--- config.mk ---
export PLATFORM = sky130hd
export DESIGN_NAME = irq_group_ctrl
export DESIGN_NICKNAME = d
export VERILOG_FILES = /design/src/rtl/irq_pkg.sv /design/src/rtl/irq_src_bank.sv /design/src/rtl/irq_vec_flags.sv /design/src/rtl/irq_arbiter.sv /design/src/rtl/irq_group_ctrl.sv
export SDC_FILE = /design/constraint.sdc
export NUM_CORES = 1
export LEC_CHECK = 0
export BUFFER_PORTS_ARGS = -buffer_cell sky130_fd_sc_hd__buf_2
export CAP_MARGIN = 5
export CORE_MARGIN = 1.5
export CORE_UTILIZATION = 44
export CTS_CLUSTER_DIAMETER = 30
export DETAILED_ROUTE_END_ITERATION = 16
export HOLD_SLACK_MARGIN = 0.1
export PLACE_DENSITY = 0.79
export SLEW_MARGIN = 20
export SYNTH_ARGS = -nofsm -noshare
export SYNTH_HDL_FRONTEND = slang
export SYNTH_SLANG_ARGS = --single-unit
--- constraint.sdc ---
create_clock -name clk -period 1.71 [get_ports clk]
set_input_delay 0.2565 -clock clk [delete_from_list [all_inputs] [get_ports clk]]
set_output_delay 0.2565 -clock clk [all_outputs]
set_load 0.03 [all_outputs]
--- src/rtl/irq_pkg.sv ---
package irq_pkg;
  localparam int unsigned IRQ_MAX_GROUPS = 7;

  function automatic int unsigned irq_vec_width(input int unsigned n_vec);
    return (n_vec < 2) ? 1 : $clog2(n_vec);
  endfunction
endpackage

--- src/rtl/irq_src_bank.sv ---
module irq_src_bank #(
  parameter int unsigned N_SRC = 8
) (
  input  logic             clk,
  input  logic             rst_n,
  input  logic [N_SRC-1:0] evt,
  input  logic [N_SRC-1:0] en,
  input  logic [N_SRC-1:0] clr,
  output logic [N_SRC-1:0] flag,
  output logic [N_SRC-1:0] mreq,
  output logic [N_SRC-1:0] rise
);
  logic [N_SRC-1:0] mreq_prev;

  always_ff @(posedge clk or negedge rst_n) begin
    if (!rst_n) begin
      flag      <= '0;
      mreq_prev <= '0;
    end else begin
      flag      <= evt | (flag & ~clr);
      mreq_prev <= mreq;
    end
  end

  assign mreq = flag & en;
  assign rise = mreq & ~mreq_prev;

  genvar i;
  generate
    for (i = 0; i < N_SRC; i++) begin : g_chk
      // a member flag holds unless a clear strobe arrives
      a_r2_member_holds: assert property (@(posedge clk) disable iff (!rst_n)
        (flag[i] && !clr[i]) |=> flag[i]);
      // an event always lands in the member flag
      a_r2_event_latched: assert property (@(posedge clk) disable iff (!rst_n)
        evt[i] |=> flag[i]);
    end
  endgenerate
endmodule

--- src/rtl/irq_vec_flags.sv ---
module irq_vec_flags #(
  parameter int unsigned N_GROUPS    = 7,
  parameter int unsigned SRC_PER_GRP = 4,
  parameter int unsigned N_SOLO      = 1,
  localparam int unsigned N_SRC      = N_GROUPS * SRC_PER_GRP,
  localparam int unsigned N_VEC      = N_GROUPS + N_SOLO
) (
  input  logic              clk,
  input  logic              rst_n,
  input  logic [N_SRC-1:0]  rise,
  input  logic [N_SRC-1:0]  mreq,
  input  logic [N_SOLO-1:0] solo_evt,
  input  logic [N_VEC-1:0]  clr_vec,
  output logic [N_VEC-1:0]  vflag
);
  genvar g, k;
  generate
    for (g = 0; g < N_GROUPS; g++) begin : g_grp
      logic set_g;
      assign set_g = |rise[g*SRC_PER_GRP +: SRC_PER_GRP];
      always_ff @(posedge clk or negedge rst_n) begin
        if (!rst_n) vflag[g] <= 1'b0;
        else        vflag[g] <= set_g | (vflag[g] & ~clr_vec[g]);
      end
      // a group flag only rises after an enabled member request
      a_r3_group_has_member: assert property (@(posedge clk) disable iff (!rst_n)
        $rose(vflag[g]) |-> $past(|mreq[g*SRC_PER_GRP +: SRC_PER_GRP]));
      // a served group flag drops unless a fresh member edge arrives
      a_r4_group_cleared: assert property (@(posedge clk) disable iff (!rst_n)
        (clr_vec[g] && !set_g) |=> !vflag[g]);
    end
    for (k = 0; k < N_SOLO; k++) begin : g_solo
      always_ff @(posedge clk or negedge rst_n) begin
        if (!rst_n) vflag[N_GROUPS+k] <= 1'b0;
        else        vflag[N_GROUPS+k] <= solo_evt[k] | (vflag[N_GROUPS+k] & ~clr_vec[N_GROUPS+k]);
      end
      // a solo event always sets its vector flag
      a_r6_solo_set: assert property (@(posedge clk) disable iff (!rst_n)
        solo_evt[k] |=> vflag[N_GROUPS+k]);
    end
  endgenerate
endmodule

--- src/rtl/irq_arbiter.sv ---
module irq_arbiter #(
  parameter int unsigned N_VEC = 8,
  localparam int unsigned VEC_W = irq_pkg::irq_vec_width(N_VEC)
) (
  input  logic [N_VEC-1:0] pend,
  output logic             any,
  output logic [VEC_W-1:0] idx,
  output logic [N_VEC-1:0] grant
);
  always_comb begin
    idx   = '0;
    grant = '0;
    for (int i = N_VEC - 1; i >= 0; i--) begin
      if (pend[i]) idx = VEC_W'(i);
    end
    any = |pend;
    if (any) grant[idx] = 1'b1;
  end

  // at most one winner, and it is pending
  always_comb begin
    a_r8_onehot_grant: assert ($onehot0(grant));
    a_r8_grant_pending: assert ((grant & ~pend) == '0);
  end
endmodule

--- src/rtl/irq_group_ctrl.sv ---
module irq_group_ctrl #(
  parameter int unsigned N_GROUPS    = 7,
  parameter int unsigned SRC_PER_GRP = 4,
  parameter int unsigned N_SOLO      = 1,
  localparam int unsigned N_SRC      = N_GROUPS * SRC_PER_GRP,
  localparam int unsigned N_VEC      = N_GROUPS + N_SOLO,
  localparam int unsigned VEC_W      = irq_pkg::irq_vec_width(N_VEC)
) (
  input  logic              clk,
  input  logic              rst_n,
  input  logic [N_SRC-1:0]  src_evt,
  input  logic [N_SRC-1:0]  src_en,
  input  logic [N_SRC-1:0]  src_clr,
  input  logic [N_SOLO-1:0] solo_evt,
  input  logic [N_VEC-1:0]  vec_en,
  input  logic              gie_wr,
  input  logic              gie_wdata,
  input  logic              stack_full,
  input  logic              svc_ack,
  input  logic              reti,
  output logic              irq_req,
  output logic [VEC_W-1:0]  irq_vec,
  output logic [N_SRC-1:0]  src_flags,
  output logic [N_VEC-1:0]  vec_flags,
  output logic              gie
);
  logic [N_SRC-1:0] mreq, rise;
  logic [N_VEC-1:0] pend, grant, clr_vec;
  logic             any_pend, svc_fire, gie_q;

  irq_src_bank #(.N_SRC(N_SRC)) u_bank (
    .clk(clk), .rst_n(rst_n), .evt(src_evt), .en(src_en), .clr(src_clr),
    .flag(src_flags), .mreq(mreq), .rise(rise)
  );

  irq_vec_flags #(.N_GROUPS(N_GROUPS), .SRC_PER_GRP(SRC_PER_GRP), .N_SOLO(N_SOLO)) u_vflags (
    .clk(clk), .rst_n(rst_n), .rise(rise), .mreq(mreq), .solo_evt(solo_evt),
    .clr_vec(clr_vec), .vflag(vec_flags)
  );

  assign pend = vec_flags & vec_en;

  irq_arbiter #(.N_VEC(N_VEC)) u_arb (
    .pend(pend), .any(any_pend), .idx(irq_vec), .grant(grant)
  );

  assign irq_req  = any_pend & gie_q & ~stack_full;
  assign svc_fire = svc_ack & irq_req;
  assign clr_vec  = svc_fire ? grant : '0;

  always_ff @(posedge clk or negedge rst_n) begin
    if (!rst_n)        gie_q <= 1'b0;
    else if (svc_fire) gie_q <= 1'b0;
    else if (reti)     gie_q <= 1'b1;
    else if (gie_wr)   gie_q <= gie_wdata;
  end
  assign gie = gie_q;

  initial begin
    a_cfg_groups: assert (N_GROUPS >= 1 && N_GROUPS <= irq_pkg::IRQ_MAX_GROUPS);
  end

  // a request needs the global enable and stack room
  a_r7_req_gated: assert property (@(posedge clk) disable iff (!rst_n)
    irq_req |-> (gie && !stack_full && vec_en[irq_vec] && vec_flags[irq_vec]));
  // service drops the global enable
  a_r4_gie_cleared: assert property (@(posedge clk) disable iff (!rst_n)
    svc_fire |=> !gie);
  // return from interrupt restores the global enable
  a_r9_reti_sets: assert property (@(posedge clk) disable iff (!rst_n)
    (reti && !svc_fire) |=> gie);
  // an acknowledge without a request leaves the vector flags alone
  a_r10_idle_ack: assert property (@(posedge clk) disable iff (!rst_n)
    (svc_ack && !irq_req && (src_evt == '0) && (solo_evt == '0)) |=> $stable(vec_flags));
  // service never touches member flags
  a_r4_members_kept: assert property (@(posedge clk) disable iff (!rst_n)
    (svc_fire && (src_clr == '0)) |=> ((src_flags & $past(src_flags)) == $past(src_flags)));
endmodule

# Yosys cells after proc, flatten, opt, wreduce, memory -nomap -nowiden
# Cells that the tools add are included.
totals:
  word_cells: 73
  input_bits: 100
  ff_bits: 65
  output_inout_bits: 41
op_classes:
  bitwise: 35
  muxes: 15
  n_lt_le_gt_ge: 2
  n_reduce_logical: 10
ops:
  columns: ["cell", "count"]
  rows:
  - ["bitwise AND 28 bit", 3]
  - ["inverter 28 bit", 2]
  - ["bitwise OR 28 bit", 1]
  - ["OR reduction 4 bit", 7]
  - ["2-to-1 mux 3 bit", 8]
  - ["2-to-1 mux 8 bit", 2]
  - ["bitwise AND 1 bit", 11]
  - ["inverter 1 bit", 9]
  - ["bitwise AND 8 bit", 1]
  - ["bitwise OR 1 bit", 8]
  - ["OR reduction 8 bit", 1]
  - ["< comparator 3 x 4 -> 1 bit (second input constant)", 1]
  - ["2-to-1 mux 1 bit", 4]
  - ["demux 1 bit (select 3 bit)", 1]
  - ["greater-or-equal comparator 3 x 1 -> 1 bit (second input constant)", 1]
  - ["nonzero test 3 bit", 1]
  - ["logical AND 1 bit", 1]

# Depth between registers and ports, before layout
logic_depth:
  depth_word: 18
  depth_mapped: 6

# Modules after synthesis
# Synthesis repeated with hierarchy kept, for this count alone.
hier_totals:
  hier_cells: 248
  area_unflattened_um2: 3025.4
by_module_without_submodules:
  columns: ["module", "instances", "area_per_inst_um2", "cells_each", "seq_area_each_um2"]
  rows:
  - ["irq_src_bank", 1, 2378.5, 168, 1401.3]
  - ["irq_vec_flags", 1, 316.6, 31, 200.2]
  - ["irq_group_ctrl", 1, 185.2, 24, 25.0]
  - ["irq_arbiter", 1, 145.1, 25, 0.0]

# Least setup slack after synthesis
# Ideal clock, no wire load.
synth_timing:
  path_kind: "reg2out"
  from: "register u_vflags.vflag[0]"
  to: "output irq_vec[2]"
  path_stages_with_launch: 4
  path_buffers: 0
  slack_ns: 0.011
  t_arrival_ns: 1.443
  t_required_ns: 1.454
  cell_sequence: "dfrtp_1 nand2_2 nand2_1 nor3_1"
synth_between:
  elab_chain_cells: 2
synth_rtl:
  columns: ["item", "line_no", "rtl"]
  rows:
  - ["start: declaration", "irq_vec_flags.sv:14", "output logic [N_VEC-1:0] vflag"]
  - ["start signal: indexed assignment", "irq_vec_flags.sv:23", "else vflag[g] <= set_g | (vflag[g] & ~clr_vec[g]);"]
  - ["bitwise AND 8 bit", "irq_group_ctrl.sv:41", "assign pend = vec_flags & vec_en;"]
  - ["2-to-1 mux 3 bit", "irq_arbiter.sv:14", "if (pend[i]) idx = VEC_W'(i);"]
  - ["end: declaration", "irq_group_ctrl.sv:22", "output logic [VEC_W-1:0] irq_vec,"]
# No other way between the ends.

# Final worst setup path
layout_timing:
  from: "register u_vflags.vflag[5]"
  to: "output irq_req"
layout_between:
  elab_chain_cells: 4
layout_rtl:
  columns: ["item", "line_no", "rtl"]
  rows:
  - ["bitwise AND 8 bit", "irq_group_ctrl.sv:41", null]
  - ["OR reduction 8 bit", "irq_arbiter.sv:16", "any = |pend;"]
  - ["bitwise AND 1 bit (2 in series)", "irq_group_ctrl.sv:47", "assign irq_req = any_pend & gie_q & ~stack_full;"]
  - ["end: declaration", "irq_group_ctrl.sv:21", "output logic irq_req,"]
# No other way between the ends.

==> flow_metrics.tcl <==
set metrics [dict create \
    worst_setup_path_category "reg -> out" \
    grt_pass1_vias 2420 \
    worst_skew_pair.late_latency_ns 0.33 \
    ir_worst_vdd_mv 0.568 \
    timing.critical_path.fanout_max 4 \
    globalRoute.totalOverflow 0 \
    dpl-instance-area_mm2 0.00336 \
    placed_insts 459 \
    relSlewSlack_pct 77.7 \
    floorplan.core_area_mm2 0.00554 \
    outcome "finished with violations" \
    yosysTopAreaCellShare_pct 63.9 \
    vias 2335 \
    syn_inst 246 \
    synthesis.nets 346 \
    grt_pass1_wl_um 10200 \
    p_leak_nw 2.26 \
    via_cell_ratio 4.60 \
    dr.first_iter.drc_count 93 \
    layout-drive-gt1-share_pct 41.3 \
    antenna_found_initial 0 \
    hp-class "in -> reg" \
    finalSetupViolations 2 \
    post-route-util_pct 71.0 \
    achievable-frequency_mhz 581 \
    floorplan.die.height_um 79.1 \
    placement.io_buffers 140 \
    rows 27 \
    insertedDiodeCount 0 \
    antenna_viol_nets_final 0 \
    boundaryPins 141 \
    rsz_0062_raised_after_global_routing "yes" \
    yosysSeqAreaShare_pct 63.9 \
    mostFrequentLayoutCell "sky130_fd_sc_hd__buf_2" \
    design.die.area_mm2 0.00625 \
    grt_util_all_layers_pct 21.2 \
    ys_top_cells_by_area "sky130_fd_sc_hd__dfrtp_1 64%, sky130_fd_sc_hd__a21o_1 8.3%, sky130_fd_sc_hd__inv_1 8.3%, sky130_fd_sc_hd__nand2_1 6.8%, sky130_fd_sc_hd__o22ai_1 3.4%" \
    worst_clock_skew_ns 0.00918 \
    power.share.clock_pct 37.2 \
    violations "setup timing" \
    cp-end-kind "primary output" \
    dpl.hpwl_um 4090 \
    setup_slack_at_placement_ns 0.224 \
    cellPowerDensity_mw_per_mm2 921 \
    power.net_switching_mw 0.932 \
    power_report.internal_total_mw 2.69 \
    cts.clk_slew.worst_paths_ns 0.07 \
    min_period_over_period_pct 101 \
    crit_arrival_ns 1.46 \
    clockRootBuffer "sky130_fd_sc_hd__clkbuf_8" \
    worst-endpoint-required_ns 1.45 \
    die_w_um 79.1 \
    final-max-slew-violation-count 0 \
    yosysTopAreaCell "sky130_fd_sc_hd__dfrtp_1" \
    fin_nets 531 \
    initial_utilization_pct 45.9 \
    final_cell_count_without_fillers 508 \
    ys_types 25 \
    sw_frac_of_total_pct 25.7 \
    cp-start-kind "flip-flop" \
    combinational_share_of_power_pct 16.4 \
    period_minus_slack_ns 1.72 \
    routabilityCongestion 0.798 \
    yosys_warnings 0 \
    final_cell_mix "136 x sky130_fd_sc_hd__buf_2, 65 x sky130_fd_sc_hd__dfrtp_1, 56 x sky130_fd_sc_hd__inv_1" \
    1st_pass_router_iterations 4 \
    worst_slew_pin_slew_ns 0.334 \
    design_area_mm2 0.00393 \
    syn_area_mm2 0.00254 \
    cts_htree_levels 3 \
    postLayoutSetupSlackWorst_ns -0.0112 \
    sequential_cell_fraction_of_total_power_pct 46.4 \
    drc 0 \
    numClockSinks 65 \
    cts_made_buffers 9 \
    ys_ff_latch 65 \
    final_hold_viol_count 0 \
    wirelength_um 6270 \
    post_drt_wl_per_cell_um 12.4 \
    cts_tree "built" \
    syn_avg_cell_area_um2 10.3 \
    maximum_number_of_pins_on_one_net_before_global_route_repair 66 \
    area.growth.synth_to_final_pct 54.6 \
    clk_path_buf_depth 2 \
    drv_cap 0 \
]
## Yosys cell counts (all sizes together)
master	instances
nor2b	1
a21o	28
nor3	1
and3	2
nor2	7
o21ai	6
a22oi	3
a211oi	1
nand2b	1
a21oi	2
a32o	2
and3b	2
nand3	4
o22ai	14
inv	57
a211o	2
dfrtp	65
and2	1
nand2	47
## routing by layer
layer  GRT usage (%)  vias to the layer above  part of all wire [%]
met5               0                        -                     0
met4            10.4                        0                   2.2
met3            4.37                       16                   6.1
met2            38.2                       96                    52
met1            23.8                     1073                    39
li1                -                     1150                     -
## worst max-delay path: stages (launching register included)
cell	delay [ns]
sky130_fd_sc_hd__dfrtp_1	0.42
sky130_fd_sc_hd__nand2_2	0.09
sky130_fd_sc_hd__nand2_2	0.08
sky130_fd_sc_hd__nor2_4	0.13
sky130_fd_sc_hd__nand3_2	0.09
sky130_fd_sc_hd__and3b_1	0.20
sky130_fd_sc_hd__buf_6	0.14
## power groups by stage
| stage | Combinational [mW] | Sequential [mW] | Clock (mW) |
|---|---|---|---|
| floorplan | 0.177 | 1.81 | 0 |
| global placement | 0.505 | 1.71 | 0 |
| detailed placement | 0.517 | 1.71 | 0 |
| CTS | 0.586 | 1.68 | 1.37 |
| global route | 0.652 | 1.69 | 1.43 |
| finish | 0.593 | 1.68 | 1.35 |
## cells by family (layout without fill, tap and decap cells)
kind of cell           after synthesis  count (layout)  share of synthesized area, %
AND/OR/NAND/NOR                     66              66                          11.1
flip-flops                          65              65                          63.9
AO/OA/AOI/OAI                       58              58                          16.5
buffers and inverters               57             247                          8.51
## metrics by stage
| step | power (mW) | setup TNS [ns] | hold slack, ns |
|---|---|---|---|
| after floorplan | 1.98 | 0 | -0.0391 |
| after global placement | 2.21 | 0 | 0.295 |
| after detailed placement | 2.23 | 0 | 0.293 |
| after CTS | 3.64 | -0.00608 | 0.106 |
| after global routing | 3.78 | -0.177 | 0.106 |
| final | 3.62 | -0.0140 | 0.116 |
## registers in the layout (all words and copies together) (netlist names)
register and cells:
u_bank.flag 28, u_bank.mreq_prev 28, u_vflags.vflag 8, gie 1
## layout make-up
| class | instances | area (um2) |
|---|---|---|
| sequential | 65 | 1630 |
| fill | 440 | 1610 |
| timing repair buffer | 174 | 1050 |
| multi-input combinational | 124 | 744 |
| inverter | 57 | 216 |
| clock buffer | 14 | 173 |
| tap | 72 | 90.1 |
| clock inverter | 2 | 35.0 |
## path summary, 6_finish.rpt
kind                                         from                   end  slack [ns]  depth (start not counted)
worst max-delay path            u_vflags.vflag[5]               irq_req       -0.01                          6
worst min-delay path                   src_evt[5]        u_bank.flag[5]        0.12                          2
worst max register to register  u_vflags.vflag[2]     u_vflags.vflag[2]        0.28                          7
worst min register to register    u_bank.flag[23]       u_bank.flag[23]        0.50                          1
max in group asynchronous                   rst_n  u_bank.mreq_prev[24]        0.97                          3
min in group asynchronous                   rst_n   u_bank.mreq_prev[7]        0.47                          3
## what timing repair did
action	in CTS	in global routing
buffers inserted	6	2
endpoints found under the setup margin	2	4
cloned	0	0
endpoints found under the hold margin	89	0
hold buffers	25	0
pin swaps	6	1
resized for setup	11	9
No activity file was read; power rests on OpenSTA's default activity.
